$ cat config.mk
export PLATFORM = sky130hd
export DESIGN_NAME = bank_mapper
export DESIGN_NICKNAME = d
export VERILOG_FILES = /design/src/rtl/bank_map_pkg.sv /design/src/rtl/bank_region_decode.sv /design/src/rtl/bank_addr_xlate.sv /design/src/rtl/bank_rdata_mux.sv /design/src/rtl/bank_mapper.sv
export SDC_FILE = /design/constraint.sdc
export NUM_CORES = 1
export LEC_CHECK = 0
export BUFFER_PORTS_ARGS = -buffer_cell sky130_fd_sc_hd__buf_2
export CAP_MARGIN = 20
export CORE_MARGIN = 8
export CORE_UTILIZATION = 29
export DETAILED_ROUTE_END_ITERATION = 7
export GPL_ROUTABILITY_DRIVEN = 0
export PLACE_DENSITY = 0.77
export SLEW_MARGIN = 20
export SYNTH_ARGS = -nofsm -noshare
export SYNTH_HDL_FRONTEND = slang
export SYNTH_SLANG_ARGS = --single-unit
$ cat constraint.sdc
create_clock -name clk -period 1.7 [get_ports clk]
set_input_delay 0.17 -clock clk [delete_from_list [all_inputs] [get_ports clk]]
set_output_delay 0.17 -clock clk [all_outputs]
set_load 0.02 [all_outputs]
$ cat src/rtl/bank_map_pkg.sv
package bank_map_pkg;

  typedef enum logic [1:0] {
    SEL_NONE = 2'd0,
    SEL_MAIN = 2'd1,
    SEL_AUX  = 2'd2,
    SEL_ROM  = 2'd3
  } sel_e;

  typedef enum logic [1:0] {
    REG_OTHER  = 2'd0,
    REG_LOW    = 2'd1,
    REG_SWITCH = 2'd2
  } region_e;

  typedef struct packed {
    logic ram_rd;
    logic wr_en;
    logic bank2;
    logic alt_zp;
  } bank_flags_t;

endpackage

$ cat src/rtl/bank_region_decode.sv
module bank_region_decode
  import bank_map_pkg::*;
#(
  parameter int ADDR_W = 16,
  parameter logic [ADDR_W-1:0] LOW_END  = 16'h0200,
  parameter logic [ADDR_W-1:0] SW_BASE  = 16'hD000,
  parameter logic [ADDR_W-1:0] FOLD_END = 16'hE000
) (
  input  logic [ADDR_W-1:0] addr,
  output region_e           region,
  output logic              fold_win
);

  function automatic region_e classify(input logic [ADDR_W-1:0] a);
    if (a < LOW_END)       return REG_LOW;
    else if (a >= SW_BASE) return REG_SWITCH;
    else                   return REG_OTHER;
  endfunction

  always_comb begin
    region   = classify(addr);
    fold_win = (addr >= SW_BASE) && (addr < FOLD_END);
  end

endmodule

$ cat src/rtl/bank_addr_xlate.sv
module bank_addr_xlate
  import bank_map_pkg::*;
#(
  parameter int ADDR_W = 16,
  parameter int PHYS_W = 17,
  parameter logic [ADDR_W-1:0] SW_BASE  = 16'hD000,
  parameter logic [PHYS_W-1:0] FOLD_OFS = 17'h03000
) (
  input  logic [ADDR_W-1:0] addr,
  input  region_e           region,
  input  logic              fold_win,
  input  bank_flags_t       flags,
  input  logic              do_rd,
  input  logic              do_wr,
  output sel_e              sel,
  output logic [PHYS_W-1:0] phys,
  output logic              wr_blocked,
  output logic              rom_path
);

  function automatic logic [PHYS_W-1:0] widen(input logic [ADDR_W-1:0] a);
    return PHYS_W'(a);
  endfunction

  function automatic logic [PHYS_W-1:0] rom_offset(input logic [ADDR_W-1:0] a);
    logic [ADDR_W-1:0] d;
    d = a - SW_BASE;
    return widen(d);
  endfunction

  function automatic logic [PHYS_W-1:0] fold(input logic [ADDR_W-1:0] a,
                                             input logic b2, input logic win);
    return (b2 && win) ? (widen(a) + FOLD_OFS) : widen(a);
  endfunction

  function automatic sel_e ram_of(input logic alt);
    return alt ? SEL_AUX : SEL_MAIN;
  endfunction

  always_comb begin
    sel        = SEL_NONE;
    phys       = widen(addr);
    wr_blocked = 1'b0;
    rom_path   = 1'b0;
    case (region)
      REG_LOW: sel = ram_of(flags.alt_zp);
      REG_SWITCH: begin
        if (do_wr) begin
          if (flags.wr_en) begin
            sel  = ram_of(flags.alt_zp);
            phys = fold(addr, flags.bank2, fold_win);
          end else begin
            wr_blocked = 1'b1;
          end
        end else if (!flags.ram_rd) begin
          sel      = SEL_ROM;
          phys     = rom_offset(addr);
          rom_path = 1'b1;
        end else begin
          sel  = ram_of(flags.alt_zp);
          phys = fold(addr, flags.bank2, fold_win);
        end
      end
      default: sel = SEL_MAIN;
    endcase
    if (!(do_rd || do_wr)) begin
      sel        = SEL_NONE;
      wr_blocked = 1'b0;
      rom_path   = 1'b0;
    end
  end

endmodule

$ cat src/rtl/bank_rdata_mux.sv
module bank_rdata_mux
  import bank_map_pkg::*;
#(
  parameter int DATA_W = 8,
  parameter int N_SRC  = 3
) (
  input  logic                    clk,
  input  logic                    rst_n,
  input  sel_e                    sel,
  input  logic                    re,
  input  logic [N_SRC*DATA_W-1:0] src_flat,
  output logic [DATA_W-1:0]       rd_data,
  output logic                    rd_valid
);

  sel_e sel_q;
  logic [N_SRC-1:0][DATA_W-1:0] masked;

  always_ff @(posedge clk or negedge rst_n) begin
    if (!rst_n) begin
      sel_q    <= SEL_NONE;
      rd_valid <= 1'b0;
    end else begin
      rd_valid <= re;
      if (re) sel_q <= sel;
    end
  end

  for (genvar g = 0; g < N_SRC; g++) begin : g_src
    assign masked[g] = (sel_q == sel_e'(g + 1)) ?
                       src_flat[g*DATA_W +: DATA_W] : '0;
  end

  always_comb begin
    rd_data = '0;
    for (int i = 0; i < N_SRC; i++) rd_data = rd_data | masked[i];
  end

endmodule

$ cat src/rtl/bank_mapper.sv
module bank_mapper
  import bank_map_pkg::*;
#(
  parameter int ADDR_W = 16,
  parameter int PHYS_W = 17,
  parameter int DATA_W = 8,
  parameter logic [ADDR_W-1:0] LOW_END  = 16'h0200,
  parameter logic [ADDR_W-1:0] SW_BASE  = 16'hD000,
  parameter logic [ADDR_W-1:0] FOLD_END = 16'hE000,
  parameter logic [PHYS_W-1:0] FOLD_OFS = 17'h03000
) (
  input  logic              clk,
  input  logic              rst_n,
  input  logic [ADDR_W-1:0] cpu_addr,
  input  logic              cpu_rd,
  input  logic              cpu_wr,
  input  logic [DATA_W-1:0] cpu_wdata,
  input  logic              flag_ram_rd,
  input  logic              flag_wr_en,
  input  logic              flag_bank2,
  input  logic              flag_alt_zp,
  output logic [1:0]        mem_sel,
  output logic [PHYS_W-1:0] mem_addr,
  output logic              mem_re,
  output logic              mem_we,
  output logic [DATA_W-1:0] mem_wdata,
  input  logic [DATA_W-1:0] main_rdata,
  input  logic [DATA_W-1:0] aux_rdata,
  input  logic [DATA_W-1:0] rom_rdata,
  output logic [DATA_W-1:0] rd_data,
  output logic              rd_valid
);

  localparam int N_SRC = 3;

  bank_flags_t flags;
  region_e     region;
  logic        fold_win;
  logic        rd_accept;
  logic        wr_accept;
  sel_e        sel;
  logic        wr_blocked;
  logic        rom_path;

  assign flags     = '{ram_rd: flag_ram_rd, wr_en: flag_wr_en,
                       bank2: flag_bank2, alt_zp: flag_alt_zp};
  assign wr_accept = cpu_wr;
  assign rd_accept = cpu_rd & ~cpu_wr;

  bank_region_decode #(
    .ADDR_W(ADDR_W), .LOW_END(LOW_END), .SW_BASE(SW_BASE), .FOLD_END(FOLD_END)
  ) u_decode (
    .addr(cpu_addr), .region(region), .fold_win(fold_win)
  );

  bank_addr_xlate #(
    .ADDR_W(ADDR_W), .PHYS_W(PHYS_W), .SW_BASE(SW_BASE), .FOLD_OFS(FOLD_OFS)
  ) u_xlate (
    .addr(cpu_addr), .region(region), .fold_win(fold_win), .flags(flags),
    .do_rd(rd_accept), .do_wr(wr_accept), .sel(sel), .phys(mem_addr),
    .wr_blocked(wr_blocked), .rom_path(rom_path)
  );

  assign mem_sel   = sel;
  assign mem_re    = rd_accept && (sel != SEL_NONE);
  assign mem_we    = wr_accept && (sel != SEL_NONE) && !rom_path;
  assign mem_wdata = cpu_wdata;

  bank_rdata_mux #(.DATA_W(DATA_W), .N_SRC(N_SRC)) u_rmux (
    .clk(clk), .rst_n(rst_n), .sel(sel), .re(mem_re),
    .src_flat({rom_rdata, aux_rdata, main_rdata}),
    .rd_data(rd_data), .rd_valid(rd_valid)
  );

endmodule

==> results_dict.tcl <==
set metrics [dict create \
    ys_types 30 \
    p_switching_mw 0.252 \
    internal-power_mw 0.369 \
    synth_top_area_share 0.202 \
    wire_per_inst_um 15.3 \
    crit_path_start "cpu_addr[8]" \
    muxShareOfSynthArea 0.161 \
    nets 216 \
    syn_area_per_cell_um2 8.46 \
    r2r_slack_ps 810 \
    cp_top_family "simple AND/OR/NAND/NOR gates" \
    violations "negative setup slack" \
    status "finished, violations left" \
    pwr-share-comb 0.646 \
    cts_tree "built" \
    path_cells "buf_6 > or4_4 > o41ai_4 > nand4_4 > mux2i_4 > buf_6" \
    max_stage_delay_ps 540 \
    crit_buf_inv 2 \
    cp-start-kind "input port" \
    leakagePower_nw 0.643 \
    ys_seq_elements 3 \
    ys_seq_area_frac 0.101 \
    drt-initial-drc-count 23 \
    most-common-layout-cells "buf_2, buf_6, buf_4, mux2_2, a22o_1" \
    ant_nets 0 \
    via_per_inst 4.81 \
    postLayoutCellArea_mm2 0.00126 \
    numPortBuffers 77 \
    die_area_mm2 0.00444 \
    syn_nets 147 \
    end_kind "primary output" \
    p_seq_frac 0.158 \
    p_per_area_mw_per_mm2 494 \
    core_mm2 0.00245 \
    grt.total_usage 0.126 \
    multi_input_area_um2 572 \
    die_h_um 66.7 \
    netlist_area_um2 744 \
    setup_slack_ps -349 \
    grt_max_degree 11 \
    synth_cells 88 \
    ios 94 \
    finalWirelength_um 2850 \
    timing.fmax_ghz 0.488 \
    required_ps 1530 \
    drtPass1Iterations 3 \
    drv_cap 0 \
    path_clk_slew_ps 40 \
    clock_latency_ps 230 \
    period_minus_slack_ps 2050 \
    first_global_vias 1023 \
    endpoint "mem_addr[13]" \
    antenna_found_initial 0 \
    overflow 0 \
    p_clk_frac 0.196 \
    synth_top_family_by_area "compound AO/OA/AOI/OAI gates" \
    arrival_ps 1880 \
    final.period_utilization 1.21 \
    setup_viol 8 \
    synth_compound_area_frac 0.261 \
    root_buffer "clkbuf_4" \
    rsz0062_at_grt "true" \
    synth_edf_count 0 \
    rows 18 \
    clock_tree.buffer_depth 2 \
    relSlewSlack 0.731 \
    place_ws_ps -401 \
    clock-sinks 3 \
    synthAdderAreaFrac 0.0504 \
    dpl.hpwl_um 2490 \
    grt_pass1_wl_um 4500 \
    worst_path_most_repeated_cell "buf_6" \
    yosys-top-cells-area "buf_4, mux2_2, dfrtp_1" \
    hold_class "input port to async pin" \
    tightestPinTransition_ps 403 \
    regArea_um2 76.3 \
    h-tree-depth 1 \
    vdd_drop_max_uv 346 \
    drc_errors 0 \
    reg2reg_from "u_rmux.sel_q[1]" \
    initial_utilization 0.303 \
    ys_async_sr_fraction 1.00 \
    synth-main-ff-cell "dfrtp_1" \
    final_max_slew_viol_count 0 \
    cp_num_cells 6 \
    numCtsBuffers 3 \
    placed_area_mm2 0.00114 \
    die_w_um 66.7 \
    worst_clock_skew_ps 0 \
    reg2reg_depth 2 \
    worstPathMaxFanout 4 \
    cpMaxStageDelayCell "or4_4" \
    area.growth.synth_to_final_pct 69.1 \
    layout_commonest_cell "buf_2" \
    synth_xor_area_frac 0.0118 \
    drive_gt1_frac 0.731 \
    antennaDiodeCount 0 \
    synthSimpleGateAreaFrac 0.173 \
    yosys_warnings 0 \
    reg2reg_to "u_rmux.sel_q[1]" \
    num_vias 895 \
    yosysTopAreaCell "buf_4" \
    path_class "input port to primary output" \
    hold_viol_final 0 \
    switching_share 0.406 \
    fill_cells 238 \
]
-- per-stage QoR --
| step | setup TNS, ps | power (mW) | cells | hold slack [ps] | util |
|---|---|---|---|---|---|
| after floorplan | -714 | 0.367 | 88 | -126 | - |
| after global placement | -2660 | 0.461 | 179 | -34.9 | 0.463 |
| after detailed placement | -2880 | 0.470 | 179 | -33.8 | 0.463 |
| after CTS | -2650 | 0.636 | 189 | 273 | 0.522 |
| after global routing | -2960 | 0.671 | 186 | 278 | 0.513 |
| final | -2340 | 0.621 | 186 | 273 | 0.513 |
-- power groups by stage --
stage	clock, mW	sequential, mW	combinational, mW
2_1_floorplan	0	0.0820	0.285
3_3_place_gp	0	0.0955	0.365
3_5_place_dp	0	0.0967	0.374
4_1_cts	0.129	0.0978	0.410
5_1_grt	0.139	0.0997	0.431
6_report	0.122	0.0980	0.402
-- cell type report --
| cell class | instances | area share |
|---|---|---|
| multi-input cells | 57 | 0.454 |
| repair buffers | 89 | 0.425 |
| flip-flops and latches | 3 | 0.0606 |
| well taps | 30 | 0.0298 |
| clock buffers | 4 | 0.0209 |
| inverters | 3 | 0.00895 |
-- cell usage after synthesis (2+ instances only) --
| cell type | instances |
|---|---|
| or4_4 | 2 |
| o21ai_0 | 3 |
| mux2_2 | 8 |
| ha_1 | 3 |
| nand2b_1 | 2 |
| a22o_1 | 8 |
| o21a_1 | 2 |
| buf_4 | 20 |
| clkbuf_1 | 5 |
| a21oi_1 | 2 |
| inv_1 | 3 |
| mux2i_1 | 3 |
| nand3_1 | 2 |
| dfrtp_1 | 3 |
| nand2_1 | 5 |
| nor2b_1 | 3 |
-- cell families after synthesis --
kind of cell,after synthesis
xor gates and xnor gates,1
DFF,3
AOI/OAI and AO/OA,22
muxes,11
adders and majority gates,3
buffers and inverters,28
and+or+nand+nor,20
-- timing repair --
action                                 in CTS  in global routing
buffers inserted                            5                  1
gates resized for setup                    22                  2
endpoints found under the hold margin       3                  0
setup endpoints to repair                  16                  9
hold buffers                                1                  0
pin swaps                                   8                  7
-- sequential cells by signal, summed over array words and instances, names as in the netlist --
signal,count
u_rmux.rd_valid,1
u_rmux.sel_q,2
-- worst register-to-register path, delay by kind of cell (launching register included) --
family	cells	cell delay, ps
flops	1	490
mux	1	210
compound gates	1	70
-- layer usage --
metal  GRT usage  up-vias  part of all wire
li1            -      440                 -
met5           0        -                 0
met1       0.115      401              0.33
met4      0.0507        0            0.0060
met2       0.240       52              0.51
met3      0.0503        2              0.15
-- worst min-delay path by stage --
stage	startpoint	to	slack [ps]	cells after the start
6_report	rst_n	u_rmux.sel_q[1]	270	2
5_1_grt	cpu_rd	u_rmux.rd_valid	280	2
4_1_cts	rst_n	u_rmux.sel_q[1]	270	2
3_5_place_dp	rst_n	u_rmux.rd_valid	-30	1
3_3_place_gp	rst_n	u_rmux.rd_valid	-30	1
2_1_floorplan	rst_n	u_rmux.rd_valid	-130	0
No activity file was read; power rests on OpenSTA's default activity.
